## config.mk

```make
export PLATFORM = sky130hd
export DESIGN_NAME = gs_divider
export DESIGN_NICKNAME = d
export VERILOG_FILES = /design/src/rtl/gs_div_pkg.sv /design/src/rtl/gs_seed_rom.sv /design/src/rtl/gs_fx_mul.sv /design/src/rtl/gs_unity_det.sv /design/src/rtl/gs_divider.sv
export SDC_FILE = /design/constraint.sdc
export NUM_CORES = 2
export LEC_CHECK = 0
export CORE_UTILIZATION = 55
export DETAILED_ROUTE_END_ITERATION = 12
export DONT_BUFFER_PORTS = 1
export GPL_TIMING_DRIVEN = 0
export PLACE_DENSITY_LB_ADDON = 0.12
export SYNTH_ARGS = -nofsm -noshare
export SYNTH_HDL_FRONTEND = slang
export SYNTH_HIERARCHICAL = 1
export SYNTH_SLANG_ARGS = --single-unit
```

## constraint.sdc

```tcl
create_clock -name clk -period 17.8 [get_ports clk]
set_input_delay 4.45 -clock clk [delete_from_list [all_inputs] [get_ports clk]]
set_output_delay 4.45 -clock clk [all_outputs]
set_load 0.03 [all_outputs]
```

## src/rtl/gs_div_pkg.sv

```systemverilog
package gs_div_pkg;

   typedef enum logic {
      GS_IDLE = 1'b0,
      GS_RUN  = 1'b1
   } gs_state_e;

   // Multiply steps needed: the seed step gives seed_w+1 correct bits,
   // and every later step doubles the count, until frac_total+1 is reached.
   function automatic int step_count(input int seed_w, input int frac_total);
      int acc;
      int n;
      acc = seed_w + 1;
      n   = 1;
      while (acc < frac_total + 1) begin
         acc = acc * 2;
         n   = n + 1;
      end
      return n;
   endfunction

   // Seed factor for table slot idx: the reciprocal of the slot's midpoint
   // divisor, as an unsigned value with frac_total fraction bits.
   function automatic logic [63:0] seed_val(input int idx, input int seed_w,
                                            input int frac_total);
      logic [63:0] num;
      logic [63:0] den;
      num = 64'd1 << (frac_total + seed_w + 2);
      den = (64'd1 << (seed_w + 1)) + 64'(2 * idx + 1);
      return num / den;
   endfunction

endpackage

```

## src/rtl/gs_seed_rom.sv

```systemverilog
module gs_seed_rom #(
   parameter int SEED_W = 3,
   parameter int FT     = 20
) (
   input  logic [SEED_W-1:0] idx,
   output logic [FT:0]       f0
);
   localparam int N     = FT + 1;
   localparam int DEPTH = 1 << SEED_W;

   logic [N-1:0] tbl [DEPTH];

   for (genvar k = 0; k < DEPTH; k++) begin : g_ent
      assign tbl[k] = N'(gs_div_pkg::seed_val(k, SEED_W, FT));
   end

   assign f0 = tbl[idx];
endmodule

```

## src/rtl/gs_fx_mul.sv

```systemverilog
module gs_fx_mul #(
   parameter int FT = 20
) (
   input  logic [FT:0] x,
   input  logic [FT:0] y,
   output logic [FT:0] p
);
   localparam int N = FT + 1;

   logic [2*N-1:0] full;

   assign full = {{N{1'b0}}, x} * {{N{1'b0}}, y};
   // keep one integer bit and FT fraction bits, discard the rest (truncate)
   assign p    = N'(full >> FT);
endmodule

```

## src/rtl/gs_unity_det.sv

```systemverilog
module gs_unity_det #(
   parameter int FT  = 20,
   parameter int TOL = 1
) (
   input  logic [FT:0] den,
   output logic        hit
);
   localparam int           N   = FT + 1;
   localparam logic [N-1:0] ONE = N'(1) << FT;
   localparam logic [N-1:0] LO  = ONE - N'(TOL);
   localparam logic [N-1:0] HI  = ONE + N'(TOL);

   assign hit = (den >= LO) && (den <= HI);
endmodule

```

## src/rtl/gs_divider.sv

```systemverilog
module gs_divider #(
   parameter int FRAC_W  = 16,
   parameter int GUARD_W = 4,
   parameter int SEED_W  = 3,
   parameter int PAR_MUL = 1
) (
   input  logic              clk,
   input  logic              rst_n,
   input  logic              start,
   input  logic [FRAC_W-1:0] dividend,
   input  logic [FRAC_W-1:0] divisor,
   output logic [FRAC_W:0]   quotient,
   output logic              done
);
   import gs_div_pkg::*;

   localparam int FT      = FRAC_W + GUARD_W;
   localparam int N       = FT + 1;
   localparam int QW      = FRAC_W + 1;
   localparam int STEPS   = step_count(SEED_W, FT);
   localparam int CNT_W   = $clog2(STEPS + 1);
   localparam int LAT_MAX = (PAR_MUL != 0) ? STEPS + 1 : 2 * STEPS + 1;

   if (FRAC_W < 4) begin : g_bad_frac
      $error("gs_divider: FRAC_W must be at least 4");
   end
   if (GUARD_W < 2) begin : g_bad_guard
      $error("gs_divider: GUARD_W must be at least 2");
   end
   if (SEED_W < 1 || SEED_W > FRAC_W - 1) begin : g_bad_seed
      $error("gs_divider: SEED_W must lie in 1..FRAC_W-1");
   end
   if (FT + SEED_W + 2 > 62) begin : g_bad_total
      $error("gs_divider: seed computation exceeds 64-bit range");
   end
   if (PAR_MUL != 0 && PAR_MUL != 1) begin : g_bad_par
      $error("gs_divider: PAR_MUL must be 0 or 1");
   end

   gs_state_e          state;
   logic [N-1:0]       a_r, b_r, f_r;
   logic [CNT_W-1:0]   cnt;
   logic               phase;
   logic               busy, conv, finish;
   logic [N-1:0]       a_init, b_init, seed_f;
   logic [N-1:0]       a_nx, b_nx, f_nx;
   logic               ph_nx, step_done;

   assign a_init = {1'b0, dividend, {GUARD_W{1'b0}}};
   assign b_init = {1'b0, divisor,  {GUARD_W{1'b0}}};

   gs_seed_rom #(.SEED_W(SEED_W), .FT(FT)) u_seed (
      .idx (divisor[FRAC_W-2 -: SEED_W]),
      .f0  (seed_f)
   );

   gs_unity_det #(.FT(FT), .TOL(1)) u_unity (
      .den (b_r),
      .hit (conv)
   );

   if (PAR_MUL != 0) begin : g_par
      logic [N-1:0] a_m, b_m;
      gs_fx_mul #(.FT(FT)) u_mul_num (.x(a_r), .y(f_r), .p(a_m));
      gs_fx_mul #(.FT(FT)) u_mul_den (.x(b_r), .y(f_r), .p(b_m));
      always_comb begin
         a_nx      = a_m;
         b_nx      = b_m;
         f_nx      = -b_m;       // next factor: 2 - B in two's complement
         ph_nx     = 1'b0;
         step_done = 1'b1;
      end
   end else begin : g_ser
      logic [N-1:0] op, m;
      assign op = phase ? a_r : b_r;
      gs_fx_mul #(.FT(FT)) u_mul_shr (.x(op), .y(f_r), .p(m));
      always_comb begin
         a_nx      = phase ? m : a_r;
         b_nx      = phase ? b_r : m;
         f_nx      = phase ? -b_r : f_r;
         ph_nx     = ~phase;
         step_done = phase;
      end
   end

   assign busy   = (state == GS_RUN);
   assign finish = busy && !phase && (conv || cnt == CNT_W'(STEPS));

   always_ff @(posedge clk or negedge rst_n) begin
      if (!rst_n) begin
         state    <= GS_IDLE;
         a_r      <= '0;
         b_r      <= '0;
         f_r      <= '0;
         cnt      <= '0;
         phase    <= 1'b0;
         quotient <= '0;
         done     <= 1'b0;
      end else begin
         done <= 1'b0;
         if (state == GS_IDLE) begin
            if (start) begin
               a_r   <= a_init;
               b_r   <= b_init;
               f_r   <= seed_f;
               cnt   <= '0;
               phase <= 1'b0;
               state <= GS_RUN;
            end
         end else if (finish) begin
            quotient <= QW'(a_r >> GUARD_W);
            done     <= 1'b1;
            state    <= GS_IDLE;
         end else begin
            a_r   <= a_nx;
            b_r   <= b_nx;
            f_r   <= f_nx;
            phase <= ph_nx;
            if (step_done) cnt <= cnt + 1'b1;
         end
      end
   end
endmodule

```

After elaboration in Yosys (flattened, before gate mapping)
Memory sizes are Yosys's and may differ from the RTL's.
Index checks and enable logic that the tools add are counted.
Operators by class
  $mul: 2
  bitwise logic cells: 1
  $add $sub $neg: 2
  order comparisons: 3
  eq/ne operators: 2
  muxes and demuxes: 22
  reduce and logical (&&, ||, !) cells: 8
Operator list (number)
  21-bit two-way mux: 11
  21-bit by 21-bit multiplier with 41-bit output: 2
  21-bit by 20-bit >= comparator with 1-bit output (second input constant): 1
  21-bit less-or-equal comparator (second input constant): 1
  21-bit negator: 1
  3-bit two-way mux: 3
  1-bit two-way mux: 8
  4-bit >= comparator (second input constant): 1
  3-bit NOT with 4-bit output: 1
  2-bit AND reduction: 2
  3-bit by 1-bit adder with 3-bit output (second input constant): 1
  3-bit == test (second input constant): 1
  1-bit logical AND: 3
  2-bit != test (second input constant): 1
  2-bit nonzero test: 1
  1-bit zero test: 1
  1-bit logical OR: 1
Storage, ports and cells
  output and inout port bits: 18
  ROM bits: 168
  register bits: 86
  input bits: 35
  memories kept: 1
  logic and storage cells: 49
Memory list
  (name not given): words 8, width 21, read ports 1, clocked after Yosys merged registers in 0, wr ports 0, RTL line gs_seed_rom.sv:17  | assign f0 = tbl[idx];

Depth between registers and ports, before layout
  word-level depth: 6
  mapped depth: 31
  mapped depth without buffers: 29

Cells and area by module
The synthesis kept the hierarchy.
Modules (own cells, without submodules)
  gs_fx_mul (g_par.u_mul_den): times used 1, seq. area each 0.0 µm², area each 14508.9 µm², cells an instance 1669
  gs_fx_mul (g_par.u_mul_num): times used 1, seq. area each 0.0 µm², area each 14212.4 µm², cells an instance 1600
  gs_divider: times used 1, seq. area each 2127.0 µm², area each 4006.3 µm², cells an instance 413
  gs_seed_rom: times used 1, seq. area each 0.0 µm², area each 299.0 µm², cells an instance 41
  gs_unity_det: times used 1, seq. area each 0.0 µm², area each 95.1 µm², cells an instance 15

Worst setup path before layout
No wires, ideal clock.
  path kind: register to register
  start: reg b_r[19]
  end: reg f_r[11]
  cell stages (with the launch flop): 27
  period minus slack after synthesis: 7.180 ns
  path buffers: 2
  required time: 17.674 ns
  setup time: 0.126 ns
  arrival: 7.054 ns
  path slack: 10.620 ns
  path through: dfrtp_1 clkbuf_1 nand2_1 fa_1 inv_1 fa_1 inv_1 fa_1 inv_1 fa_1 fa_1 fa_1 inv_1 fa_1 inv_1 ha_1 clkbuf_1 nand2_1 o21ai_0 o211a_1 o21ai_0 xnor2_1 or4_4 nor3_2 nand2_1 xor2_1 a221o_1
Between the ends
  elaborated cells between the ends (all ways): 11
  classes of those cells: add/sub: 1; mul: 1; order compare: 2; eq/ne: 1; mux: 2; reduce/logical: 4
RTL lines
  from (decl): RTL line gs_divider.sv:41  | logic [N-1:0] a_r, b_r, f_r;
  from (signal assigned): RTL line gs_divider.sv:104  | b_r <= b_init;
  from (signal assigned): RTL line gs_divider.sv:116  | b_r <= b_nx;
  21-bit by 21-bit multiplier with 41-bit output: RTL line gs_fx_mul.sv:12  | assign full = {{N{1'b0}}, x} * {{N{1'b0}}, y};
  via b_nx[8]: RTL line gs_divider.sv:46  | logic [N-1:0] a_nx, b_nx, f_nx;
  21-bit negator: RTL line gs_divider.sv:69  | f_nx = -b_m;
  21-bit two-way mux: RTL line gs_divider.sv:110  | end else if (finish) begin
  21-bit two-way mux: RTL line gs_divider.sv:101  | if (state == GS_IDLE) begin
  to (signal assigned): RTL line gs_divider.sv:117  | f_r <= f_nx;
  to (decl): RTL line gs_divider.sv:41
The timed path passes the listed nets, and every way through them passes these cells. The select of a mux whose other input is x is not followed.
A chain may end at the register's enable or synchronous reset.

Worst setup path in the final report
  start: reg b_r[10]
  end: reg f_r[11]
Same word-level chain as after synthesis.

==> results.yml <==
outcome:
  status: "complete, but fails checks"
  violations: "design-rule violations"
global_routing:
  grt_pass1_vias: 26397
  grt_pass1_wl_um: 157000
  grtUsageTotal: 0.348
  grt_max_degree: 86
  grt_overflow: 0
  antenna_found_initial: 12
placed_design:
  portBuffers: 0
  dp_hpwl_um: 85100
  place_ws_ns: 9.15
  gp_congestion: 0.987
synth:
  synth.distinct_cells: 95
  synth_seq_area_share: 0.0642
  synth_area_um2: 33100
  synth_top_cells_by_area: "fa_1 (43%), ha_1 (11%), and2_1 (9.8%)"
  synth_top_area_share: 0.430
  synth_most_common_cell: "inv_1"
  netlist_top_cells_count: "inv_1 (811), fa_1 (712), nand2_1 (525)"
  yosys_warnings: 6
  synth_edf_count: 0
  async_reset_ff_frac: 1.00
  yosysTopAreaCell: "fa_1"
  synth_nets: 4783
  ys.flop_type: "dfrtp_1"
  syn_avg_cell_area_um2: 8.86
  syn_inst: 3738
  ys_ff_latch: 85
sta:
  slew_viol_final: 0
  hold_violations: 0
  tns_ns: 0
  max_slew_margin: 0.206
  worst_pin_slew_ns: 1.18
  layout_setup_ws_ns: 8.85
  timing.fmax_mhz: 112
  final.period_utilization: 0.503
  fin_skew_ns: 0.00818
  fin_crit_ns: 8.95
  rsz0062_at_grt: "no"
  setup_viol: 0
die:
  die_w_um: 247
  core-area_um2: 59200
  initial_core_util: 0.559
  rows: 89
  dieArea_um2: 61200
  fp.dieH_um: 247
  io_pins: 53
routing:
  wl_per_cell_um: 22.4
  wirelength_um: 101000
  num_vias: 25547
  ant_nets: 0
  viasPerCell: 5.64
  drtIter0Drc: 2250
  firstDrtPassIters: 10
  drc: 8
worst_setup_path:
  reg2reg_depth: 26
  rr_endpoint: "f_r[11]"
  start_kind: "flip-flop"
  r2r_start: "b_r[10]"
  critPathKind: "flip-flop to flip-flop"
  crit_fanout: 10
  endpoint_kind: "flip-flop"
  r2r_setup_slack_ns: 8.85
  critical_path_arrival_ns: 9.18
  required_ns: 18.03
finish:
  drive_gt1_frac: 0.0192
  fill_cells: 5509
  area_delta_synth_final_pct: 3.80
  nets: 4794
cts:
  clk_path_buf_depth: 2
  numCtsBuffers: 9
  cts-resized-gates: 0
  clkSinkCount: 85
  path_clk_slew_ns: 0.06
  cts.htree.levels: 3
  hold_buffers: 0
  cts_setup_buffers: 0
  clock_latency_ns: 0.35
  cts_tree: "built"
  root_buffer: "clkbuf_16"
min_path:
  hold_path_class: "flip-flop to flip-flop"
  min_from: "cnt[0]"
  hold_depth: 1
  hold-path-endpoint: "cnt[0]"
flow_run:
  drv_cap: 0
==> registers in the layout, summed over array words and instances, names as in the netlist <==
register	flops
a_r	21
b_r	21
f_r	21
quotient	17
cnt	3
busy	1
done	1
==> final cells by class <==
class,instances,area [um^2],share of cell area
Sequential cell,85,2130,0.0619
Buffer,207,818,0.0238
Multi-Input combinational cell,2634,27100,0.789
Inverter,812,3050,0.0887
Tap cell,773,967,0.0281
Clock buffer,12,246,0.00717
Antenna cell,6,15.0,0.000437
Clock inverter,4,30.0,0.000873
==> metrics by stage <==
| stage | cell area [um^2] | hold slack, ns | utilization | std cells |
|---|---|---|---|---|
| 3_3_place_gp | 34100 | 0.520 | 0.575 | 4511 |
| 6_report | 34400 | 0.529 | 0.580 | 4533 |
| 4_1_cts | 34400 | 0.533 | 0.580 | 4527 |
| 2_1_floorplan | 33100 | 0.486 | - | 3738 |
| 3_5_place_dp | 34100 | 0.524 | 0.575 | 4511 |
| 5_1_grt | 34400 | 0.567 | 0.580 | 4529 |
==> cells in the final DEF (no fill, tap or decap), types with 9 or more instances in the layout <==
master     instances
a21o_1            18
a21oi_1           79
a31oi_1           11
and2_1           518
and3_1             9
buf_2             12
clkbuf_1         189
clkbuf_16          9
dfrtp_1           85
fa_1             712
ha_1             298
inv_1            811
mux2i_1           37
nand2_1          525
nand3_1           27
nand4_1           17
nor2_1            54
nor2b_1           10
nor3_1            16
o211ai_1          11
o21ai_0           83
o21bai_1           9
xnor2_1           45
xor2_1            17
==> worst max-delay path by stage <==
stage / from / end
after global routing: f_r[3] / f_r[16]
after floorplan: b_r[19] / f_r[11]
after global placement: b_r[10] / f_r[11]
after detailed placement: f_r[3] / f_r[11]
after CTS: f_r[3] / f_r[11]
final: b_r[10] / f_r[11]
==> logic make-up after synthesis <==
kind of cell / Yosys count / synth area share
adders and majority gates: 1010 / 0.543
DFF: 85 / 0.0642
buffers and inverters: 1019 / 0.117
muxes: 39 / 0.0121
and+or+nand+nor: 1223 / 0.189
xor gates and xnor gates: 62 / 0.0164
other: 1 / 0.000113
AOI/OAI and AO/OA: 299 / 0.0588
==> worst max-delay path, cell delays in order, from the launching register on <==
cell	delay (ns)
dfrtp_1	0.43
clkbuf_1	0.77
and2_1	0.26
fa_1	0.45
fa_1	0.51
inv_1	0.05
fa_1	0.47
inv_1	0.05
fa_1	0.48
fa_1	0.51
fa_1	0.51
inv_1	0.05
fa_1	0.50
inv_1	0.05
ha_1	0.34
a21oi_1	0.27
nand2_1	0.08
o211ai_1	0.59
nand3_1	0.30
nand4_1	0.18
nand3_1	0.10
xor2_1	0.25
or4_4	0.67
nor3_2	0.26
nand2_1	0.19
xor2_1	0.19
a221o_1	0.32
==> metal layers <==
layer,GRT usage,up-vias,share of wire
li1,-,11185,-
met1,0.495,12904,0.41
met2,0.516,1210,0.43
met3,0.0901,236,0.11
met4,0.120,12,0.042
met5,0,-,0.00068
Power is not shown: default switching activity piles up to over one toggle a cycle in this logic, so the estimate is an artifact.
